## config.mk

```make
export PLATFORM = sky130hd
export DESIGN_NAME = simd_issue_sched
export DESIGN_NICKNAME = d
export VERILOG_FILES = /design/src/rtl/sched_pkg.sv /design/src/rtl/sched_wb_pipe.sv /design/src/rtl/sched_scoreboard.sv /design/src/rtl/sched_pick.sv /design/src/rtl/simd_issue_sched.sv
export SDC_FILE = /design/constraint.sdc
export NUM_CORES = 1
export LEC_CHECK = 0
export BUFFER_PORTS_ARGS = -buffer_cell sky130_fd_sc_hd__clkbuf_2
export CORE_AREA = 2 2 86 130
export CTS_CLUSTER_DIAMETER = 50
export DETAILED_ROUTE_END_ITERATION = 8
export DIE_AREA = 0 0 88 132
export SLEW_MARGIN = 20
export SYNTH_ARGS = -nofsm -noshare
export SYNTH_HDL_FRONTEND = slang
export SYNTH_SLANG_ARGS = --single-unit
```

## constraint.sdc

```tcl
create_clock -name clk -period 4.4 [get_ports clk]
set_input_delay 0.22 -clock clk [delete_from_list [all_inputs] [get_ports clk]]
set_output_delay 0.22 -clock clk [all_outputs]
set_load 0.01 [all_outputs]
```

## src/rtl/sched_pkg.sv

```systemverilog
package sched_pkg;

    // Class code carried in the top two bits of a head word.
    typedef enum logic [1:0] {
        OP_MAD    = 2'd0,
        OP_INTERP = 2'd1,
        OP_SFU    = 2'd2,
        OP_END    = 2'd3
    } op_cls_e;

    // Pixel-mode turn of the single issue port.
    typedef enum logic {
        TURN_MAD    = 1'b0,
        TURN_SHARED = 1'b1
    } turn_e;

endpackage

```

## src/rtl/sched_wb_pipe.sv

```systemverilog
module sched_wb_pipe #(
    parameter int DEPTH = 3,
    parameter int W     = 4
) (
    input  logic         clk,
    input  logic         rst_n,
    input  logic         in_v,
    input  logic [W-1:0] in_d,
    output logic         out_v,
    output logic [W-1:0] out_d
);

    logic [DEPTH-1:0] stg_v;
    logic [W-1:0]     stg_d [DEPTH];

    for (genvar s = 0; s < DEPTH; s++) begin : g_stage
        if (s == 0) begin : g_head
            always_ff @(posedge clk or negedge rst_n) begin
                if (!rst_n) begin
                    stg_v[0] <= 1'b0;
                    stg_d[0] <= '0;
                end else begin
                    stg_v[0] <= in_v;
                    stg_d[0] <= in_d;
                end
            end
        end else begin : g_tail
            always_ff @(posedge clk or negedge rst_n) begin
                if (!rst_n) begin
                    stg_v[s] <= 1'b0;
                    stg_d[s] <= '0;
                end else begin
                    stg_v[s] <= stg_v[s-1];
                    stg_d[s] <= stg_d[s-1];
                end
            end
        end
    end

    assign out_v = stg_v[DEPTH-1];
    assign out_d = stg_d[DEPTH-1];

endmodule

```

## src/rtl/sched_scoreboard.sv

```systemverilog
module sched_scoreboard #(
    parameter int NB      = 4,
    parameter int NREG    = 8,
    parameter int MAD_LAT = 3,
    parameter int SHR_LAT = 4,
    parameter int BW      = 2,
    parameter int RW      = 3
) (
    input  logic               clk,
    input  logic               rst_n,
    input  logic               set_vld,
    input  logic               set_shared,
    input  logic [BW-1:0]      set_bid,
    input  logic [RW-1:0]      set_dst,
    input  logic               ret_vld,
    input  logic [BW-1:0]      ret_bid,
    output logic [NB*NREG-1:0] pend
);

    localparam int TW = BW + RW;

    logic [NB*NREG-1:0] pend_q, pend_d;
    logic               mad_wb_v, shr_wb_v;
    logic [TW-1:0]      mad_wb_t, shr_wb_t;

    sched_wb_pipe #(.DEPTH(MAD_LAT), .W(TW)) i_mad_wb (
        .clk(clk), .rst_n(rst_n),
        .in_v(set_vld && !set_shared), .in_d({set_bid, set_dst}),
        .out_v(mad_wb_v), .out_d(mad_wb_t)
    );

    sched_wb_pipe #(.DEPTH(SHR_LAT), .W(TW)) i_shr_wb (
        .clk(clk), .rst_n(rst_n),
        .in_v(set_vld && set_shared), .in_d({set_bid, set_dst}),
        .out_v(shr_wb_v), .out_d(shr_wb_t)
    );

    always_comb begin
        pend_d = pend_q;
        if (mad_wb_v)
            pend_d[int'(mad_wb_t[TW-1 -: BW])*NREG + int'(mad_wb_t[RW-1:0])] = 1'b0;
        if (shr_wb_v)
            pend_d[int'(shr_wb_t[TW-1 -: BW])*NREG + int'(shr_wb_t[RW-1:0])] = 1'b0;
        if (set_vld)
            pend_d[int'(set_bid)*NREG + int'(set_dst)] = 1'b1;
        if (ret_vld)
            pend_d[int'(ret_bid)*NREG +: NREG] = '0;
    end

    always_ff @(posedge clk or negedge rst_n) begin
        if (!rst_n) pend_q <= '0;
        else        pend_q <= pend_d;
    end

    assign pend = pend_q;

    // a destination is never marked twice while still in flight
    p_no_double_set_r5: assert property (@(posedge clk) disable iff (!rst_n)
        set_vld |-> !pend_q[int'(set_bid)*NREG + int'(set_dst)]);

    // a retired batch has no pending register on the following cycle
    p_retire_clears_r9: assert property (@(posedge clk) disable iff (!rst_n)
        ret_vld |=> (pend_q[int'($past(ret_bid))*NREG +: NREG] == '0));

endmodule

```

## src/rtl/sched_pick.sv

```systemverilog
module sched_pick
    import sched_pkg::*;
#(
    parameter int NB   = 4,
    parameter int NREG = 8,
    parameter int RW   = 3,
    parameter int IW   = 11,
    parameter int BW   = 2
) (
    input  logic [BW-1:0]      rr,
    input  logic [NB-1:0]      head_vld,
    input  logic [NB*IW-1:0]   head_word,
    input  logic [NB*NREG-1:0] pend,
    input  logic               allow_mad,
    input  logic               allow_shr,
    input  logic               shr_free,
    output logic               found,
    output logic [BW-1:0]      sel
);

    logic [NB-1:0] elig;

    for (genvar i = 0; i < NB; i++) begin : g_batch
        logic [IW-1:0]   w;
        logic [NREG-1:0] row;
        op_cls_e         cls;
        logic            hazard;

        assign w      = head_word[i*IW +: IW];
        assign row    = pend[i*NREG +: NREG];
        assign cls    = op_cls_e'(w[IW-1 -: 2]);
        assign hazard = row[w[3*RW-1 -: RW]] | row[w[2*RW-1 -: RW]] | row[w[RW-1:0]];

        always_comb begin
            elig[i] = 1'b0;
            if (head_vld[i]) begin
                unique case (cls)
                    OP_END:           elig[i] = 1'b1;
                    OP_MAD:           elig[i] = allow_mad && !hazard;
                    OP_INTERP,
                    OP_SFU:           elig[i] = allow_shr && shr_free && !hazard;
                    default:          elig[i] = 1'b0;
                endcase
            end
        end
    end

    always_comb begin
        found = 1'b0;
        sel   = '0;
        for (int k = 0; k < NB; k++) begin
            if (!found && elig[(int'(rr) + k) % NB]) begin
                found = 1'b1;
                sel   = BW'((int'(rr) + k) % NB);
            end
        end
    end

endmodule

```

## src/rtl/simd_issue_sched.sv

```systemverilog
module simd_issue_sched
    import sched_pkg::*;
#(
    parameter int NB      = 4,
    parameter int NREG    = 8,
    parameter int MAD_LAT = 3,
    parameter int SHR_LAT = 4,
    parameter int INT_OCC = 1,
    localparam int BW     = (NB > 1) ? $clog2(NB) : 1,
    localparam int RW     = (NREG > 1) ? $clog2(NREG) : 1,
    localparam int IW     = 2 + 3*RW
) (
    input  logic             clk,
    input  logic             rst_n,
    input  logic             pix_mode,
    input  logic [NB-1:0]    head_vld,
    input  logic [NB*IW-1:0] head_word,
    output logic [NB-1:0]    head_take,
    output logic             mad_vld,
    output logic [BW-1:0]    mad_bid,
    output logic [1:0]       mad_cls,
    output logic [RW-1:0]    mad_dst,
    output logic             shr_vld,
    output logic [BW-1:0]    shr_bid,
    output logic [1:0]       shr_cls,
    output logic [RW-1:0]    shr_dst
);

    localparam int SFU_OCC = 4 * INT_OCC;
    localparam int CW      = $clog2(SFU_OCC + 1);

    turn_e              turn_q, turn_d;
    logic [BW-1:0]      rr_q, sel;
    logic [CW-1:0]      busy_q;
    logic [NB*NREG-1:0] pend;
    logic               found, go, ret_go;
    logic [IW-1:0]      sel_word;
    op_cls_e            sel_cls;
    logic [RW-1:0]      sel_dst;

    // ---- turn state register ----
    always_ff @(posedge clk or negedge rst_n) begin
        if (!rst_n) turn_q <= TURN_MAD;
        else        turn_q <= turn_d;
    end

    always_comb begin
        turn_d = TURN_MAD;
        unique case (turn_q)
            TURN_MAD:    turn_d = pix_mode ? TURN_SHARED : TURN_MAD;
            TURN_SHARED: turn_d = TURN_MAD;
            default:     turn_d = TURN_MAD;
        endcase
    end

    sched_pick #(.NB(NB), .NREG(NREG), .RW(RW), .IW(IW), .BW(BW)) i_pick (
        .rr(rr_q), .head_vld(head_vld), .head_word(head_word), .pend(pend),
        .allow_mad(!pix_mode || turn_q == TURN_MAD),
        .allow_shr(!pix_mode || turn_q == TURN_SHARED),
        .shr_free(busy_q == '0),
        .found(found), .sel(sel)
    );

    assign go       = rst_n && found;
    assign sel_word = head_word[int'(sel)*IW +: IW];
    assign sel_cls  = op_cls_e'(sel_word[IW-1 -: 2]);
    assign sel_dst  = sel_word[3*RW-1 -: RW];
    assign ret_go   = go && sel_cls == OP_END;

    // ---- dispatch outputs ----
    always_comb begin
        head_take = '0;
        mad_vld = 1'b0; mad_bid = '0; mad_cls = 2'd0; mad_dst = '0;
        shr_vld = 1'b0; shr_bid = '0; shr_cls = 2'd0; shr_dst = '0;
        if (go) begin
            head_take[sel] = 1'b1;
            unique case (sel_cls)
                OP_MAD: begin
                    mad_vld = 1'b1; mad_bid = sel; mad_cls = OP_MAD; mad_dst = sel_dst;
                end
                OP_INTERP, OP_SFU: begin
                    shr_vld = 1'b1; shr_bid = sel; shr_cls = sel_cls; shr_dst = sel_dst;
                end
                default: ;
            endcase
        end
    end

    // ---- round-robin pointer and shared-slot occupancy ----
    always_ff @(posedge clk or negedge rst_n) begin
        if (!rst_n) begin
            rr_q   <= '0;
            busy_q <= '0;
        end else begin
            if (go)
                rr_q <= (int'(sel) == NB-1) ? '0 : sel + 1'b1;
            if (shr_vld)
                busy_q <= (sel_cls == OP_SFU) ? CW'(SFU_OCC - 1) : CW'(INT_OCC - 1);
            else if (busy_q != '0)
                busy_q <= busy_q - 1'b1;
        end
    end

    sched_scoreboard #(.NB(NB), .NREG(NREG), .MAD_LAT(MAD_LAT), .SHR_LAT(SHR_LAT),
                       .BW(BW), .RW(RW)) i_sb (
        .clk(clk), .rst_n(rst_n),
        .set_vld(go && !ret_go), .set_shared(sel_cls != OP_MAD),
        .set_bid(sel), .set_dst(sel_dst),
        .ret_vld(ret_go), .ret_bid(sel),
        .pend(pend)
    );

    // single issue per cycle
    p_one_take_r2: assert property (@(posedge clk) disable iff (!rst_n)
        $onehot0(head_take));
    p_disp_needs_take_r2: assert property (@(posedge clk) disable iff (!rst_n)
        (mad_vld || shr_vld) |-> ($countones(head_take) == 1 && !(mad_vld && shr_vld)));
    // in pixel mode a MAD issue is never followed by another MAD issue
    p_pix_alternate_r3: assert property (@(posedge clk) disable iff (!rst_n)
        (pix_mode && mad_vld) |=> (!pix_mode || !mad_vld));
    // an SFU keeps the shared slot occupied on the following cycle
    p_sfu_hold_r7: assert property (@(posedge clk) disable iff (!rst_n)
        (shr_vld && shr_cls == OP_SFU) |=> !shr_vld);

endmodule

```

==> metrics.md, run 1 <==
| Metric | Value |
|---|---|
| Outcome | complete, no violations |
| Overall power | roughly 3.6 mW |
| Fraction of layout instances using a drive strength above 1 | 0.283 |
| CTS sink count | 65 |
| P_leak | between 2 and 2.5 nW |
| Worst setup path class | reg -> out |
| Worst Path Buf+Inv | 3 |
| Critical path's top delay family | compound AO/OA/AOI/OAI gates |
| CP max FO | 11 |
| Drt initial violations | 226 |
| Relative slew slack | 0.446 |
| Setup TNS | 0 ns |
| Required @ worst endpoint | roughly 4.2 ns |
| Async SR Flop Fraction | 1.00 |
| Clk slew on worst S/H paths | approximately 0.050 ns |
| Largest area contributor in the netlist | dfrtp_1 |
| CTS Buffer Depth | 2 |
| Die height | about 130 um |
| Slowest cell on the critical path | nand2_1 |
| Netlist cell types | 62 |
| Vias in the first global route | between 3000 and 4000 |
| Register area share after synthesis | 0.376 |
| Worst min path class | in -> async |
| Core ar. | 0.0104 sq mm |
| Pin count of the biggest net entering global routing | 67 |
| DRC errors left | 0 |
| Ranking of synthesized cells by area | dfrtp_1 (38%), mux4_2 (7.8%), a22oi_1 (5.7%) |
| Drt pass-1 iters | 5 |
| # setup viols final | 0 |
| Post-synth EDFFs | 0 |
| Synth cell count leaders | dfrtp_1 (65), nand3_1 (36), a22oi_1 (33) |
| Fin. max-slew vios | 0 |
| Number of diodes | 0 |
| Final hold violation count | 0 |
| Port buffer count | between 60 and 70 |
| Row cnt | 46 |
| Synthesis-stage register bit count | 65 |
| Cell area after layout | 0.00514 sq mm |
| Sw Share | 0.458 |
| Fin crit share | 0.953 |
| Internal cell power | slightly below 2 mW |
| Reg power frac | 0.310 |
| Crit path cell chain | inv_1 > ha_1 > ha_2 > a31oi_1 > nor4b_1 > a32o_2 > a21oi_1 > a21boi_4 > buf_4 > o211ai_2 > nand2_1 > nor2_1 > clkbuf_2 |
| Top-count cell post-synth | dfrtp_1 |
| CP endpoint kind | output port |
| GPL Wtd Cong | roughly 0.9 |
| Die X | around 88 um |
| First-pass GRT wire length | between 20000 and 25000 um |
| Root buf cell | clkbuf_16 |
| Slew @ Worst Pin | slightly above 0.8 ns |
| Primary FF master, synth | dfrtp_1 |
| PwrDens | between 700 and 800 mW/mm^2 |
| Post-layout util | 0.493 |
| Maximum ir drop on the vdd rail | between 200 and 300 uV |
| CTS buffer count | 9 |
| Combinational share of power | 0.500 |
| Grt ovf | 0 |
| Max incr delay on CP | about 0.54 ns |
| Clock power share | 0.190 |
| Top-area cell type share of the netlist area | 0.376 |
| DIE AREA | around 0.012 sq mm |
| Clk_lat worst skew | ~0.33 ns |
| Routed WL | between 10000 and 15000 um |
| NetSw | roughly 1.7 mW |
| Worst reg2reg endpoint | i_sb.pend[31] |
| Mapped Area | roughly 0.0043 sq mm |
| Post-detailed-route count of antenna-violating nets | 0 |
| H-Tree Level Count | 3 |
| Area delta synth->final | 18.6% |
| Synthesized instance count | about 420 |
| Yosys warning total | 0 |
| Final HPWL from detailed placement | a little over 10000 um |
| Critical path launch point type | flop |
| RSZ-0062 raised after global routing | false |
| Reg2reg setup slack | 0.39 ns |
| CTS tree | built |
| Drt via density | 5.96 |
| Ports | between 70 and 80 |
| Fmax | 0.239 GHz |
| Via Count | between 3000 and 4000 |
| Max-Cap Viols | 0 |
| Worst R2R Path Depth | 18 |
| DP Area | 0.00480 sq mm |
| WL per Instance | 20.9 um |
| Worst Skew | a little under 0.008 ns |
| Average size of a mapped cell | roughly 10 sq um |
| Period minus WS final | roughly 4.2 ns |
| Fin nets | approximately 560 |
| Initial Util | 0.416 |
| Reg2Reg Launch Point | busy_q[0] |
| Worst Path Arrival | approximately 4.0 ns |
| GRT Overall Usage | 0.241 |
| Initial antenna violation count | 0 |
==> repair_timing <==
| action | CTS | global route |
|---|---|---|
| cloned | 0 | 0 |
| setup buffers | 3 | 0 |
| setup endpoints to repair | 5 | 8 |
| gates resized for setup | 0 | 3 |
| hold buffers | 0 | 0 |
| pin swaps | 1 | 2 |
==> cells in the final DEF, fill, tap and decap left out, types with 7 or more instances in the layout <==
cell type,count
ha_1,14
o31ai_2,7
a22oi_1,33
nand2_1,31
nor2_1,22
o21ai_1,25
inv_1,16
nor3b_1,10
and2_1,12
clkbuf_16,9
a21oi_1,7
clkbuf_2,68
mux4_2,15
nand3_1,36
dfrtp_1,65
mux2i_1,20
buf_4,7
==> per-layer routing <==
metal,vias up,part of all wire,track usage
met2,127,0.53,0.414
li1,1751,-,-
met4,0,0.040,0.121
met1,1892,0.39,0.282
met5,-,0,0
met3,31,0.042,0.0426
==> area by class of cell <==
| cell class | instances | area [sq um] |
|---|---|---|
| multi-input cells | 320 | 2570 |
| clock buffers | 11 | 253 |
| flip-flops and latches | 65 | 1630 |
| fillers | 978 | 5280 |
| inverters | 18 | 75.1 |
| clock inverters | 5 | 37.5 |
| repair buffers | 75 | 393 |
| well taps | 144 | 180 |
==> worst max path at each step <==
| stage | cells after the start | endpoint | slack (ns) | startpoint |
|---|---|---|---|---|
| CTS | 16 | shr_bid[1] | 0.06 | busy_q[0] |
| global placement | 18 | i_sb.pend[31] | 0.31 | busy_q[0] |
| global route | 16 | shr_bid[1] | 0.01 | busy_q[0] |
| detailed placement | 18 | i_sb.pend[31] | 0.22 | busy_q[0] |
| finish | 13 | mad_dst[2] | 0.21 | busy_q[0] |
| floorplan | 19 | i_sb.pend[31] | 0.82 | busy_q[0] |
==> state kept, by name, summed over array words and instances (netlist names) <==
register / count
busy_q: 3
i_sb.i_mad_wb.out_d: 5
i_sb.i_mad_wb.out_v: 1
i_sb.i_mad_wb.stg_d: 10
i_sb.i_mad_wb.stg_v: 2
i_sb.i_shr_wb.out_d: 5
i_sb.i_shr_wb.out_v: 1
i_sb.i_shr_wb.stg_v: 3
i_sb.pend: 32
rr_q: 2
turn_q: 1
==> power by group through the flow <==
stage	logic (mW)	registers [mW]	clock network, mW
floorplan	1.27	1.02	0
global placement	1.72	1.11	0
detailed placement	1.74	1.12	0
CTS	1.78	1.11	0.700
global route	1.96	1.16	0.730
finish	1.81	1.12	0.686
==> cell families (layout without fill, tap and decap cells) <==
logic type | Yosys count | count (layout) | share of synthesized area
AND/OR/NAND/NOR | 145 | 145 | 0.176
AO/OA/AOI/OAI | 119 | 119 | 0.230
flip-flops | 65 | 65 | 0.376
multiplexers | 38 | 38 | 0.135
buffers and inverters | 33 | 109 | 0.0367
adder cells (fa/ha/maj) | 15 | 15 | 0.0433
other | 1 | 2 | 0.000866
XOR/XNOR | 1 | 1 | 0.00202
==> through the flow <==
| stage | worst slack [ns] | cells | hold slack [ns] |
|---|---|---|---|
| floorplan | 0.819 | 418 | -0.0756 |
| global placement | 0.309 | 619 | 0.334 |
| detailed placement | 0.222 | 619 | 0.337 |
| CTS | 0.0646 | 638 | 0.178 |
| global route | 0.0109 | 638 | 0.211 |
| finish | 0.208 | 638 | 0.123 |
Power figures use the tool's default switching activity.
==> inputs of run 2 (changes only) <==
==> constraint.sdc (replaced) <==
create_clock -name clk -period 3.6 [get_ports clk]
set_input_delay 0.18 -clock clk [delete_from_list [all_inputs] [get_ports clk]]
set_output_delay 0.18 -clock clk [all_outputs]
set_load 0.01 [all_outputs]
==> run 2 against run 1 <==
Effect of this change:
- first-iteration DRC count grew 47%
- cell count grew 7.2%
- routed wire length is 8.4% higher
- sequential cell count did not move
- hold slack got worse by 0.026 ns
- register-to-register slack got worse by 0.30 ns
- die area unchanged
- final area is 12% higher
- non-clock buffer count is 46 higher
- sequential power is 20% higher
- critical path type unchanged
==> metrics.md, run 2 (same netlist as run 1, synthesis figures left out) <==
| Metric | Value |
|---|---|
| Outcome | complete, no violations (unchanged) |
| Final HPWL from detailed placement | 10500 um (was 10100 um) |
| Clk slew on worst S/H paths | 0.06 ns (was 0.05 ns) |
| CTS sink count | 65 (unchanged) |
| Initial antenna violation count | 0 (unchanged) |
| Row cnt | 46 (unchanged) |
| Ports | 71 (unchanged) |
| Core ar. | 0.0104 sq mm (unchanged) |
| Pin count of the biggest net entering global routing | 67 (unchanged) |
| Most frequent cells in the layout | dfrtp_1 (65), clkbuf_2 (65), buf_4 (51) (was clkbuf_2 (68), dfrtp_1 (65), nand3_1 (36)) |
| First-pass GRT wire length | 21700 um (was 21100 um) |
| Via Count | 4050 (was 3801) |
| Worst path most repeated cell | ha_4 |
| Worst min path class | in -> async (unchanged) |
| Worst reg2reg endpoint | i_sb.pend[6] (was i_sb.pend[31]) |
| Area delta synth->final | 32.9% (was 18.6%) |
| Internal cell power | 2.96 mW (was 1.96 mW) |
| CP endpoint kind | output port (unchanged) |
| Fraction of layout instances using a drive strength above 1 | 0.409 (was 0.283) |
| Clk_lat worst skew | 0.34 ns (was 0.33 ns) |
| Crit path cell chain | inv_1 > ha_4 > ha_4 > buf_4 > nand2_2 > a2111oi_4 > a32o_2 > a21oi_2 > a21boi_4 > nand2_1 > nand3_4 > and2_4 > ha_4 > nand2b_4 > nor2_1 > buf_2 (was inv_1 > ha_1 > ha_2 > a31oi_1 > nor4b_1 > a32o_2 > a21oi_1 > a21boi_4 > buf_4 > o211ai_2 > nand2_1 > nor2_1 > clkbuf_2) |
| RSZ-0062 raised after global routing | true (was false) |
| Fin. max-slew vios | 0 (unchanged) |
| Slowest cell on the critical path | dfrtp_1 (was nand2_1) |
| Max-Cap Viols | 0 (unchanged) |
| Drt pass-1 iters | 6 (was 5) |
| GPL Wtd Cong | 0.967 (was 0.879) |
| Post-CTS Hold Buffers | 0 (unchanged) |
| Sw Share | 0.439 (was 0.458) |
| NetSw | 2.32 mW (was 1.66 mW) |
| Max incr delay on CP | 0.37 ns (was 0.54 ns) |
| CTS tree | built (unchanged) |
| # setup viols final | 0 (unchanged) |
| Fin crit share | 0.996 |
| P_leak | 2.61 nW (was 2.31 nW) |
| Routed WL | 14500 um (was 13300 um) |
| Drt initial violations | 332 (was 226) |
| Final hold violation count | 0 (unchanged) |
| Maximum ir drop on the vdd rail | 409 uV (was 280 uV) |
| Register Area | 0.00163 sq mm (unchanged) |
| DIE AREA | 0.0116 sq mm (unchanged) |
| Reg2reg setup slack | 0.09 ns (was 0.39 ns) |
| Combinational share of power | 0.578 (was 0.500) |
| PwrDens | 917 mW/mm^2 (was 703 mW/mm^2) |
| Worst Path Arrival | 3.41 ns (was 3.97 ns) |
| DRC errors left | 0 (unchanged) |
| Worst Skew | 0.00798 ns (was 0.00771 ns) |
| H-Tree Level Count | 3 (unchanged) |
| Setup TNS | 0 ns (unchanged) |
| Period minus WS final | between 3 and 4 ns |
| Worst setup path class | reg -> out (unchanged) |
| WL per Instance | 21.1 um (was 20.9 um) |
| Critical path launch point type | flop (unchanged) |
| Worst R2R Path Depth | 19 (was 18) |
| Max FFs per register | 32 (unchanged) |
| Fin Hold WS | 0.0974 ns (was 0.123 ns) |
| Slew @ Worst Pin | 0.825 ns (was 0.832 ns) |
| Fmax | approximately 0.28 GHz |
| Required @ worst endpoint | 3.42 ns (was 4.18 ns) |
| CTS Buffer Depth | 2 (unchanged) |
| Vias in the first global route | 4069 (was 3968) |
| Overall power | 5.28 mW (was 3.61 mW) |
| Relative slew slack | 0.450 (was 0.446) |
| Post-detailed-route count of antenna-violating nets | 0 (unchanged) |
| Die height | 132 um (unchanged) |
| GRT Overall Usage | 0.249 (was 0.241) |
| Multi-input gate area | 0.00282 sq mm (was 0.00257 sq mm) |
| Initial Util | 0.416 (unchanged) |
| Worst Setup SP | busy_q[1] (was busy_q[0]) |
| Reg2Reg Launch Point | busy_q[1] (was busy_q[0]) |
| Clock power share | 0.168 (was 0.190) |
| Die X | 88 um (unchanged) |
| Filler Cell Count | 922 (was 978) |
| Root buf cell | clkbuf_16 (unchanged) |
| Grt ovf | 0 (unchanged) |
| CP max FO | 7 (was 11) |
| Drt via density | 5.92 (was 5.96) |
| Port buffer count | 68 (unchanged) |
| Number of diodes | 0 (unchanged) |
| Post-layout util | 0.552 (was 0.493) |
| CTS buffer count | 9 (unchanged) |
| Reg power frac | 0.254 (was 0.310) |
| Fin nets | 601 (was 555) |
| CP endpoint | shr_dst[1] (was mad_dst[2]) |
==> run 2: cell types whose count changed in the layout (fill, tap and decap cells not counted), sizes merged <==
cell,delta
clkbuf,-5
bufinv,+1
clkinvlp,+1
buf,+49
==> run 2: metal layers <==
metal | vias to the layer above | global-route usage | routed length (um)
li1 | 1834 | - | -
met1 | 2001 | 0.288 | 5350
met2 | 162 | 0.427 | 7590
met3 | 53 | 0.0426 | 727
met4 | 0 | 0.135 | 797
met5 | - | 0 | 0
==> run 2: final cells by class <==
class | count | share of cell area
Clock buffer | 9 | 0.0391
Clock inverter | 7 | 0.0135
Inverter | 18 | 0.0130
Multi-Input combinational cell | 320 | 0.489
Sequential cell | 65 | 0.283
Tap cell | 144 | 0.0313
Timing Repair Buffer | 121 | 0.131
==> run 2: worst min-delay path by stage <==
stage                                 from                      to  slack, ns  cells past startpoint
finish                               rst_n               busy_q[0]        0.1                      2
global route                         rst_n               busy_q[0]       0.18                      2
CTS                                  rst_n               busy_q[0]       0.13                      2
detailed placement  i_sb.i_mad_wb.stg_d[6]  i_sb.i_mad_wb.out_d[1]       0.34                      0
global placement    i_sb.i_shr_wb.stg_v[2]     i_sb.i_shr_wb.out_v       0.33                      0
floorplan                            rst_n               busy_q[0]      -0.12                      0
==> run 2: stage by stage <==
step           setup slack (ns)  area (sq um)  std cells
2_1_floorplan            0.0189          4340        418
5_1_grt                  -0.171          5760        684
3_3_place_gp             -0.140          5050        651
3_5_place_dp             -0.279          5050        651
6_report                 0.0137          5760        684
4_1_cts                  0.0131          5540        675
==> run 2: power groups by stage <==
| stage | registers (mW) | clock network, mW | logic (mW) |
|---|---|---|---|
| finish | 1.34 | 0.884 | 3.05 |
| global route | 1.38 | 0.940 | 3.24 |
| global placement | 1.33 | 0 | 2.47 |
| detailed placement | 1.34 | 0 | 2.51 |
| CTS | 1.33 | 0.902 | 2.77 |
| floorplan | 1.25 | 0 | 1.55 |
==> run 2: critical path, delay by kind of cell (launching register included) <==
kind / cells / cell delay [ns]
AOI/OAI and AO/OA: 4 / 1.01
adders and majority gates: 3 / 0.52
and+or+nand+nor: 6 / 0.81
DFF: 1 / 0.37
buffers and inverters: 3 / 0.35
==> run 2: repair_timing <==
item	CTS	global route
pin swaps	17	14
setup endpoints to repair	53	50
setup buffers	9	9
resized for setup	26	31
